### src/rtl/qbmac_pkg.sv
package qbmac_pkg;
  localparam int DATA_W  = 32;
  localparam int BYTE_W  = 8;
  localparam int HALF_W  = 2 * BYTE_W;
  localparam int LANES   = DATA_W / BYTE_W;
  localparam int LPR     = DATA_W / HALF_W;   // lanes packed per register
  localparam int SEL_W   = 4;
  localparam int OPC_W   = 6;

  localparam logic [OPC_W-1:0] OPC_MUL = 6'h38;
  localparam logic [OPC_W-1:0] OPC_MAC = 6'h3A;
  localparam logic [1:0] VAR_UNS = 2'b00;
  localparam logic [1:0] VAR_SU  = 2'b10;

  typedef struct packed {
    logic             hit;      // major opcode belongs to this unit
    logic             illegal;  // variant code is reserved
    logic             acc;      // accumulate group
    logic             su;       // signed-by-unsigned variant
    logic [1:0]       pat;      // add/subtract pattern
    logic [SEL_W-1:0] dst_a;
    logic [SEL_W-1:0] src_b;
    logic [SEL_W-1:0] src_c;
    logic [SEL_W-1:0] dst_d;
  } dec_t;

  // Byte product truncated to one half; only x may be sign extended.
  function automatic logic [HALF_W-1:0] lane_mul(input logic [BYTE_W-1:0] x,
                                                 input logic [BYTE_W-1:0] y,
                                                 input logic sx);
    logic [HALF_W-1:0] xe, ye;
    xe = sx ? {{BYTE_W{x[BYTE_W-1]}}, x} : {{BYTE_W{1'b0}}, x};
    ye = {{BYTE_W{1'b0}}, y};
    return xe * ye;
  endfunction

  // Wrapping combine of an old half with a product.
  function automatic logic [HALF_W-1:0] lane_acc(input logic [HALF_W-1:0] old,
                                                 input logic [HALF_W-1:0] prod,
                                                 input logic sub);
    return sub ? old - prod : old + prod;
  endfunction
endpackage

### src/rtl/qbmac_decode.sv
module qbmac_decode
  import qbmac_pkg::*;
(
  input  logic [DATA_W-1:0] instr,
  output dec_t              dec
);
  logic [OPC_W-1:0] opc;
  logic [1:0]       vsel;

  assign opc  = instr[OPC_W-1:0];
  assign vsel = instr[23:22];

  always_comb begin
    dec.hit     = (opc == OPC_MUL) || (opc == OPC_MAC);
    dec.illegal = (vsel != VAR_UNS) && (vsel != VAR_SU);
    dec.acc     = (opc == OPC_MAC);
    dec.su      = (vsel == VAR_SU);
    dec.pat     = instr[25:24];
    dec.dst_a   = instr[9:6];
    dec.src_b   = instr[13:10];
    dec.src_c   = instr[17:14];
    dec.dst_d   = instr[21:18];
  end
endmodule

### src/rtl/qbmac_lanes.sv
module qbmac_lanes
  import qbmac_pkg::*;
(
  input  logic [DATA_W-1:0] src_b,
  input  logic [DATA_W-1:0] src_c,
  input  logic [DATA_W-1:0] old_lo,   // old second-destination value
  input  logic [DATA_W-1:0] old_hi,   // old first-destination value
  input  logic              su,
  input  logic              acc,
  input  logic [1:0]        pat,
  output logic [DATA_W-1:0] res_lo,
  output logic [DATA_W-1:0] res_hi
);
  logic [LANES*HALF_W-1:0] lane_res;

  for (genvar i = 0; i < LANES; i++) begin : g_lane
    logic [HALF_W-1:0] prod;
    logic [HALF_W-1:0] old_half;
    logic              sub;

    assign prod = lane_mul(src_b[i*BYTE_W +: BYTE_W], src_c[i*BYTE_W +: BYTE_W], su);

    if (i < LPR) begin : g_low
      assign old_half = old_lo[(i % LPR)*HALF_W +: HALF_W];
      assign sub      = pat[0];
    end else begin : g_high
      assign old_half = old_hi[(i % LPR)*HALF_W +: HALF_W];
      assign sub      = pat[1];
    end

    assign lane_res[i*HALF_W +: HALF_W] = acc ? lane_acc(old_half, prod, sub) : prod;
  end

  assign res_lo = lane_res[DATA_W-1:0];
  assign res_hi = lane_res[2*DATA_W-1:DATA_W];
endmodule

### src/rtl/qbmac_regfile.sv
module qbmac_regfile
  import qbmac_pkg::*;
#(
  parameter int NREG = 16
) (
  input  logic              clk,
  input  logic              rst_n,
  input  logic [SEL_W-1:0]  sel_a,
  input  logic [SEL_W-1:0]  sel_b,
  input  logic [SEL_W-1:0]  sel_c,
  input  logic [SEL_W-1:0]  sel_d,
  input  logic [SEL_W-1:0]  sel_r,
  output logic [DATA_W-1:0] dat_a,
  output logic [DATA_W-1:0] dat_b,
  output logic [DATA_W-1:0] dat_c,
  output logic [DATA_W-1:0] dat_d,
  output logic [DATA_W-1:0] dat_r,
  input  logic              we_hi,    // first destination, highest priority
  input  logic [SEL_W-1:0]  wsel_hi,
  input  logic [DATA_W-1:0] wdat_hi,
  input  logic              we_lo,    // second destination
  input  logic [SEL_W-1:0]  wsel_lo,
  input  logic [DATA_W-1:0] wdat_lo,
  input  logic              we_ld,    // load port, lowest priority
  input  logic [SEL_W-1:0]  wsel_ld,
  input  logic [DATA_W-1:0] wdat_ld
);
  logic [DATA_W-1:0] regs [NREG];

  for (genvar r = 0; r < NREG; r++) begin : g_reg
    if (r == 0) begin : g_zero
      assign regs[r] = '0;
    end else begin : g_store
      always_ff @(posedge clk or negedge rst_n) begin
        if (!rst_n)                               regs[r] <= '0;
        else if (we_hi && wsel_hi == SEL_W'(r))   regs[r] <= wdat_hi;
        else if (we_lo && wsel_lo == SEL_W'(r))   regs[r] <= wdat_lo;
        else if (we_ld && wsel_ld == SEL_W'(r))   regs[r] <= wdat_ld;
      end
    end
  end

  assign dat_a = regs[sel_a];
  assign dat_b = regs[sel_b];
  assign dat_c = regs[sel_c];
  assign dat_d = regs[sel_d];
  assign dat_r = regs[sel_r];
endmodule

### src/rtl/qbmac_unit.sv
module qbmac_unit
  import qbmac_pkg::*;
#(
  parameter int NREG = 16
) (
  input  logic              clk,
  input  logic              rst_n,
  input  logic              instr_valid,
  input  logic [31:0]       instr,
  input  logic              ld_en,
  input  logic [3:0]        ld_sel,
  input  logic [31:0]       ld_data,
  input  logic [3:0]        rd_sel,
  output logic [31:0]       rd_data,
  output logic              reserved_o
);
  dec_t              dec;
  logic              exec_en;   // legal instruction writes this edge
  logic              bad_en;    // reserved encoding seen this cycle
  logic [DATA_W-1:0] op_a, op_b, op_c, op_d;
  logic [DATA_W-1:0] res_lo, res_hi;
  logic              reserved_q;

  qbmac_decode u_dec (
    .instr (instr),
    .dec   (dec)
  );

  assign exec_en = instr_valid && dec.hit && !dec.illegal;
  assign bad_en  = instr_valid && dec.hit && dec.illegal;

  qbmac_regfile #(.NREG(NREG)) u_rf (
    .clk     (clk),
    .rst_n   (rst_n),
    .sel_a   (dec.dst_a),
    .sel_b   (dec.src_b),
    .sel_c   (dec.src_c),
    .sel_d   (dec.dst_d),
    .sel_r   (rd_sel),
    .dat_a   (op_a),
    .dat_b   (op_b),
    .dat_c   (op_c),
    .dat_d   (op_d),
    .dat_r   (rd_data),
    .we_hi   (exec_en),
    .wsel_hi (dec.dst_a),
    .wdat_hi (res_hi),
    .we_lo   (exec_en),
    .wsel_lo (dec.dst_d),
    .wdat_lo (res_lo),
    .we_ld   (ld_en),
    .wsel_ld (ld_sel),
    .wdat_ld (ld_data)
  );

  qbmac_lanes u_lanes (
    .src_b  (op_b),
    .src_c  (op_c),
    .old_lo (op_d),
    .old_hi (op_a),
    .su     (dec.su),
    .acc    (dec.acc),
    .pat    (dec.pat),
    .res_lo (res_lo),
    .res_hi (res_hi)
  );

  always_ff @(posedge clk or negedge rst_n) begin
    if (!rst_n) reserved_q <= 1'b0;
    else        reserved_q <= bad_en;
  end

  assign reserved_o = reserved_q;
endmodule

### config.mk
export PLATFORM = sky130hd
export DESIGN_NAME = qbmac_unit
export DESIGN_NICKNAME = d
export VERILOG_FILES = /design/src/rtl/qbmac_pkg.sv /design/src/rtl/qbmac_decode.sv /design/src/rtl/qbmac_lanes.sv /design/src/rtl/qbmac_regfile.sv /design/src/rtl/qbmac_unit.sv
export SDC_FILE = /design/constraint.sdc
export NUM_CORES = 2
export LEC_CHECK = 0
export BUFFER_PORTS_ARGS = -buffer_cell sky130_fd_sc_hd__buf_4
export CORE_MARGIN = 2
export CORE_UTILIZATION = 44
export DETAILED_ROUTE_END_ITERATION = 7
export PLACE_DENSITY = 0.55
export SETUP_SLACK_MARGIN = 0.4
export SLEW_MARGIN = 20
export SYNTH_ARGS = -nofsm -noshare
export SYNTH_HDL_FRONTEND = slang
export SYNTH_SLANG_ARGS = --single-unit
### constraint.sdc
create_clock -name clk -period 9.15 [get_ports clk]
set_input_delay 0.915 -clock clk [delete_from_list [all_inputs] [get_ports clk]]
set_output_delay 0.915 -clock clk [all_outputs]
set_load 0.005 [all_outputs]
# After elaboration in Yosys (flattened, before gate mapping)
# Cells that the tools add are included.
[classes] addsub=8 n_mul=4 order_cmp=5 eq_ne=49 n_mux=72 n_bitwise=5 reduce_logical=67
[op_table] operator="2-to-1 mux 32 bit" count=55
[op_table] operator="binary-select mux 32 bit (select 4 bit)" count=5
[op_table] operator="2-to-1 mux 16 bit" count=12
[op_table] operator="== test 4 bit, second input constant" count=24
[op_table] operator="adder 16 bit" count=4
[op_table] operator="multiplier 16 x 8 -> 16 bit" count=4
[op_table] operator="subtractor 16 bit" count=4
[op_table] operator="logical AND 1 bit" count=49
[op_table] operator="== test 4 x 3 -> 1 bit, second input constant" count=12
[op_table] operator="nonzero test 3 bit" count=15
[op_table] operator="greater-or-equal comparator 5 bit, second input constant" count=5
[op_table] operator="inverter 4 -> 5 bit" count=5
[op_table] operator="== test 4 x 2 -> 1 bit, second input constant" count=6
[op_table] operator="== test 4 x 1 -> 1 bit, second input constant" count=3
[op_table] operator="== test 6 bit, second input constant" count=2
[op_table] operator="== test 2 bit, second input constant" count=1
[op_table] operator="!= test 2 bit, second input constant" count=1
[op_table] operator="nonzero test 2 bit" count=1
[op_table] operator="zero test 1 bit" count=1
[op_table] operator="logical OR 1 bit" count=1
[word_totals] reg_bits=481 out_inout_bits=33 elab_cells=226

# Depth between registers and ports, before layout
[logic_depth] depth_word=11 ltp_mapped=44 mapped_depth_nobuf=36

# Cells and area by module
# A second synthesis with hierarchy kept.
[unflattened] hier_cells=6659 hier_area_um2=62311.0
[by_module_without_submodules] mod="qbmac_regfile" instances=1 cells_each=4728 area_per_inst_um2=46796.1 seq_area_each_um2=12011.5
[by_module_without_submodules] mod="qbmac_lanes" instances=1 cells_each=1905 area_per_inst_um2=15288.4 seq_area_each_um2=0.0
[by_module_without_submodules] mod="qbmac_decode" instances=1 cells_each=23 area_per_inst_um2=185.2 seq_area_each_um2=0.0
[by_module_without_submodules] mod="qbmac_unit" instances=1 cells_each=3 area_per_inst_um2=41.3 seq_area_each_um2=25.0

# Least setup slack after synthesis
# No wires, ideal clock.
[synth_path] path_kind="input-to-reg" from="input port instr[15]" to="register u_rf.regs[271] in the netlist's numbering" setup_time_ns=0.151 arrival_time_ns=10.015 required_ns=8.999 slack_ns=-1.016 path_stages=36 path_cell_list="buf_2 buf_2 buf_1 buf_2 buf_1 clkbuf_1 clkbuf_1 mux4_2 mux2_2 a21oi_1 or2_2 fa_1 fa_1 inv_1 fa_1 inv_1 fa_1 inv_1 ha_1 or3_1 a221oi_1 nor2b_1 nor2b_1 a21oi_1 xnor2_1 ha_1 and2_1 a221oi_1 o21ai_0 o31a_1 a31oi_1 xor3_1 nand2_1 xnor2_1 clkbuf_1 a31oi_1"
[synth_via] elab_chain_len=10
[synth_lines] item="start, declared" line_no="qbmac_unit.sv:9" source="input logic [31:0] instr,"
[synth_lines] item="inverter 4 -> 5 bit (not written as such) (*)" line_no="qbmac_regfile.sv:45" source="assign dat_c = regs[sel_c];"
[synth_lines] item="binary-select mux 32 bit (select 4 bit) (*)" line_no="qbmac_regfile.sv:45"
[synth_lines] item="2-to-1 mux 32 bit (not written as such) (*) (2 in series)" line_no="qbmac_regfile.sv:45"
[synth_lines] item="multiplier 16 x 8 -> 16 bit" line_no="qbmac_pkg.sv:34" source="return xe * ye;"
[synth_lines] item="adder 16 bit or subtractor 16 bit (tied branches)" line_no="qbmac_pkg.sv:41" source="return sub ? old - prod : old + prod;"
[synth_lines] item="2-to-1 mux 16 bit" line_no="qbmac_pkg.sv:41"
[synth_lines] item="2-to-1 mux 16 bit" line_no="qbmac_lanes.sv:31" source="assign lane_res[i*HALF_W +: HALF_W] = acc ? lane_acc(old_half, prod, sub) : prod;"
[synth_lines] item="2-to-1 mux 32 bit" line_no="qbmac_regfile.sv:37" source="else if (we_lo && wsel_lo == SEL_W'(r)) regs[r] <= wdat_lo;"
[synth_lines] item="2-to-1 mux 32 bit (*)" line_no="qbmac_regfile.sv:36" source="else if (we_hi && wsel_hi == SEL_W'(r)) regs[r] <= wdat_hi;"
[synth_lines] item="end signal, assigned by index" line_no="qbmac_regfile.sv:36"
[synth_lines] item="end signal, assigned by index" line_no="qbmac_regfile.sv:37"
[synth_lines] item="end signal, assigned by index" line_no="qbmac_regfile.sv:38" source="else if (we_ld && wsel_ld == SEL_W'(r)) regs[r] <= wdat_ld;"
[synth_lines] item="end, declared" line_no="qbmac_regfile.sv:28" source="logic [DATA_W-1:0] regs [NREG];"
# Every way passes the cells marked *; elsewhere a longest branch is shown, timed or not. The select of a mux whose other input is x is not followed.
# A chain may end at the register's enable or synchronous reset.

# Worst setup path in the final report
[layout_path] from="input port instr[14]" to="register u_rf.regs[191] in the netlist's numbering"
# The elaborated chain is that of the path after synthesis.

==> results.toml <==
[worst_setup_path]
r2r_end = "u_rf.regs[287]$_DFFE_PN0P_"
crit_buf_inv = 6
rrSetupSlack_ns = 0.90
crit_type = "in -> reg"
rr_worst_depth = 33
crit_path_end = "u_rf.regs[191]$_DFFE_PN0P_"
crit_arrival_ns = 9.04
crit_top_cell = "fa_1"
endpoint_kind = "register"
worstPathRequired_ns = 9.69
worstPathMaxFanout = 16
cp_slowest_cell = "mux4_2"
cpPeakStageDelay_ns = 0.72
r2r_start = "u_rf.regs[378]$_DFFE_PN0P_"
startpoint = "instr[14]"
start_kind = "input pin"
cp.depth = 30
cp_top_family = "adder cells"

[layout]
multiInputGateArea_sq_um = 45000
drive_above_1_share_pct = 26.3
syn2layout_area_growth_pct = 14.9
fillers = 12500
final-seq-area_sq_um = 12000
final_net_count = 7081
finalInstanceArea_sq_um = 68600

[drt]
antenna_left = 0
vias = 60000
routed_wirelength_microns = 307000
first_iter_violations = 9238
dr.pass1.iters = 6
drc = 0
avgViaCountPerCell = 7.10
wl_per_cell_microns = 36.3

[floorplan]
start_util_pct = 44.2
chipHeight_microns = 372
coreArea_sq_um = 135000
io_pins = 109
fp-row-count = 135
dieArea_sq_um = 139000
die_x_microns = 372

[clock_tree]
clk_pin_slew_worst_paths_ns = 0.07
h-tree-depth = 2
tritoncts = "built"
cts_buffers = 58
root_buffer = "clkbuf_16"
cts.sinks = 481
insertion_delay_ns = 0.70
ctsLongestPathBuffers = 3

[power]
swShare_pct = 51.4
seq_power_share_pct = 14.3
netSwitchingPower_uw = 12800
ir_drop_uv = 386
power_frac_clock_pct = 10.6
pwr-share-comb_pct = 75.1
p_per_area_nw_per_um2 = 364
internal_power_uw = 12100
leakagePower_uw = 0.0275

[sta]
finalMaxSlewViolations = 0
slew_headroom_pct = 7.92
finalCriticalPeriod_ns = 8.50
finalCritPeriodShare_pct = 92.9
rsz0062_at_grt = "false"
hold_violations = 0
max_slew.worst_pin.slew_ns = 1.38
setup_ws_ns = 0.648
fmax_ghz = 0.118
setup_viol = 0
finClkSkew_ns = 0.0430

[global_routing]
antenna_found_initial = 41
grt_pass1_vias = 56400
track_usage_pct = 43.6
grt_max_degree = 135
overflow = 0
grt_pass1_wl_microns = 427000

[yosys]
syn_area_per_cell_sq_um = 9.19
netlist_instances = 6488
synth_compound_area_share_pct = 20.0
yosys_warnings = 0
synth_mux_area_share_pct = 27.4
synth_simple_gate_area_share_pct = 12.7
synth_top_area_cell = "mux4_2"
ys_seq_area_share_pct = 20.2
synth.top_cell.area_share_pct = 21.3
synth-xor-area-share_pct = 2.50
yosysUniqueCellTypes = 88
ys_ff_latch = 481
synthFlopType = "dfrtp_1"
synthTopCellsByArea = "mux4_2 21%, dfrtp_1 20%, fa_1 7.8%"
syn-cell-area_sq_um = 59600
synth_top_family_by_area = "multiplexers"
syn-num-nets = 6958
synthArstFlopShare_pct = 100
yosys.area_share.adder_pct = 11.2
synth-edff-count = 0

[placement]
placed_area_sq_um = 66200
numPortBuffers = 102
pre_cts_slack_ns = -0.462
dp_hpwl_microns = 209000
gp_congestion = 1.02

[job]
drv_cap = 0

[hold_path]
hold_class = "in -> async"

[status]
status = "finished, final reports clean"
cell usage in the layout, fill, tap and decap left out, types with 42 or more instances in the layout:
cell,n
buf_12,69
o211ai_1,106
mux2_2,188
a21oi_1,719
xnor2_1,116
nand2_1,446
clkbuf_16,61
a22o_1,110
mux4_2,564
ha_1,153
or2_2,52
o21ai_0,272
mux2i_1,88
nor3_1,55
a211oi_1,292
fa_1,232
and2_1,43
nand3_1,63
dfrtp_1,481
xor2_1,42
nor2_1,867
buf_4,573
inv_1,321
per-layer routing:
layer | share of wire (%) | track usage (%) | vias up
li1 | - | - | 24300
met1 | 35 | 53.4 | 29400
met2 | 40 | 59.8 | 4853
met3 | 16 | 21.5 | 1386
met4 | 8.7 | 29.7 | 44
met5 | 0.098 | 0 | -
metrics by stage:
step	power (uW)	cells	hold slack (ns)	setup TNS [ns]	util, %
after global routing	26100	8440	0.355	0	50.8
after detailed placement	21500	8323	0.558	-10.75	49.0
final	25000	8456	0.264	0	50.8
after CTS	24200	8431	0.323	0	50.6
after floorplan	13800	6488	0.508	0	-
after global placement	21400	8323	0.545	-7.76	49.0
cell families (layout without fill, tap and decap cells):
| kind of cell | count (synthesis) | in the layout |
|---|---|---|
| AOI/OAI and AO/OA | 1890 | 1890 |
| and+or+nand+nor | 1772 | 1772 |
| buffers and inverters | 919 | 1090 |
| muxes | 866 | 866 |
| DFF | 481 | 481 |
| adders and majority gates | 394 | 394 |
| xor gates and xnor gates | 166 | 166 |
| other | 0 | 16 |
cells in the mapped netlist (15+ instances only):
cell      count
mux2_2      189
o211ai_1    106
o22ai_1      18
a22o_1      110
clkbuf_1    501
a211oi_1    293
ha_1        162
a22oi_1      30
nor2_1      899
xnor2_1     120
dfrtp_1     481
mux4_1       23
nand3_1      68
a31oi_1      41
buf_2        20
nor2b_1      46
or2_2        58
a21o_1       25
o21ai_0     277
a221o_1      36
a221oi_1     18
buf_1        69
nand2_1     450
o21ai_1      33
inv_1       321
fa_1        232
o31ai_1      15
a21oi_1     754
xor2_1       43
nand2b_1     36
and3_1       16
mux2i_1      89
o21a_1       24
or3_1        37
and2_1       45
o221ai_1     15
mux4_2      564
nor3_1       74
how the worst min path moves through the flow:
stage,slack (ns),endpoint,cells past startpoint
3_3_place_gp,0.55,u_rf.regs[155]$_DFFE_PN0P_,2
6_report,0.26,u_rf.regs[363]$_DFFE_PN0P_,1
3_5_place_dp,0.56,u_rf.regs[33]$_DFFE_PN0P_,2
4_1_cts,0.32,u_rf.regs[427]$_DFFE_PN0P_,1
5_1_grt,0.36,u_rf.regs[363]$_DFFE_PN0P_,1
2_1_floorplan,0.51,u_rf.regs[177]$_DFFE_PN0P_,2
what timing repair did:
| action | CTS | global route |
|---|---|---|
| setup endpoints to repair | 15 | 97 |
| hold buffers | 0 | 0 |
| buffers inserted | 0 | 7 |
| pin swaps | 0 | 8 |
| cloned | 0 | 0 |
| gates resized for setup | 1 | 21 |
area by class of cell:
| cell class | instances | area share [%] |
|---|---|---|
| Inverter | 321 | 1.76 |
| Timing Repair Buffer | 661 | 8.70 |
| Clock inverter | 26 | 0.484 |
| Tap cell | 1781 | 3.25 |
| Clock buffer | 82 | 2.55 |
| Sequential cell | 481 | 17.6 |
| Antenna cell | 16 | 0.0584 |
| Multi-Input combinational cell | 5088 | 65.6 |
sequential cells by signal, summed over array words and instances (netlist names):
register and cells:
reserved_o 1, u_rf.regs 480
power groups by stage:
stage                     Combinational (uW)  Clock, uW  Sequential (uW)
after floorplan                        10600          0             3160
after global placement                 17900          0             3490
after detailed placement               18000          0             3520
after CTS                              18100       2630             3480
after global routing                   19800       2700             3610
final                                  18800       2650             3570
No activity file was read; power rests on OpenSTA's default activity.
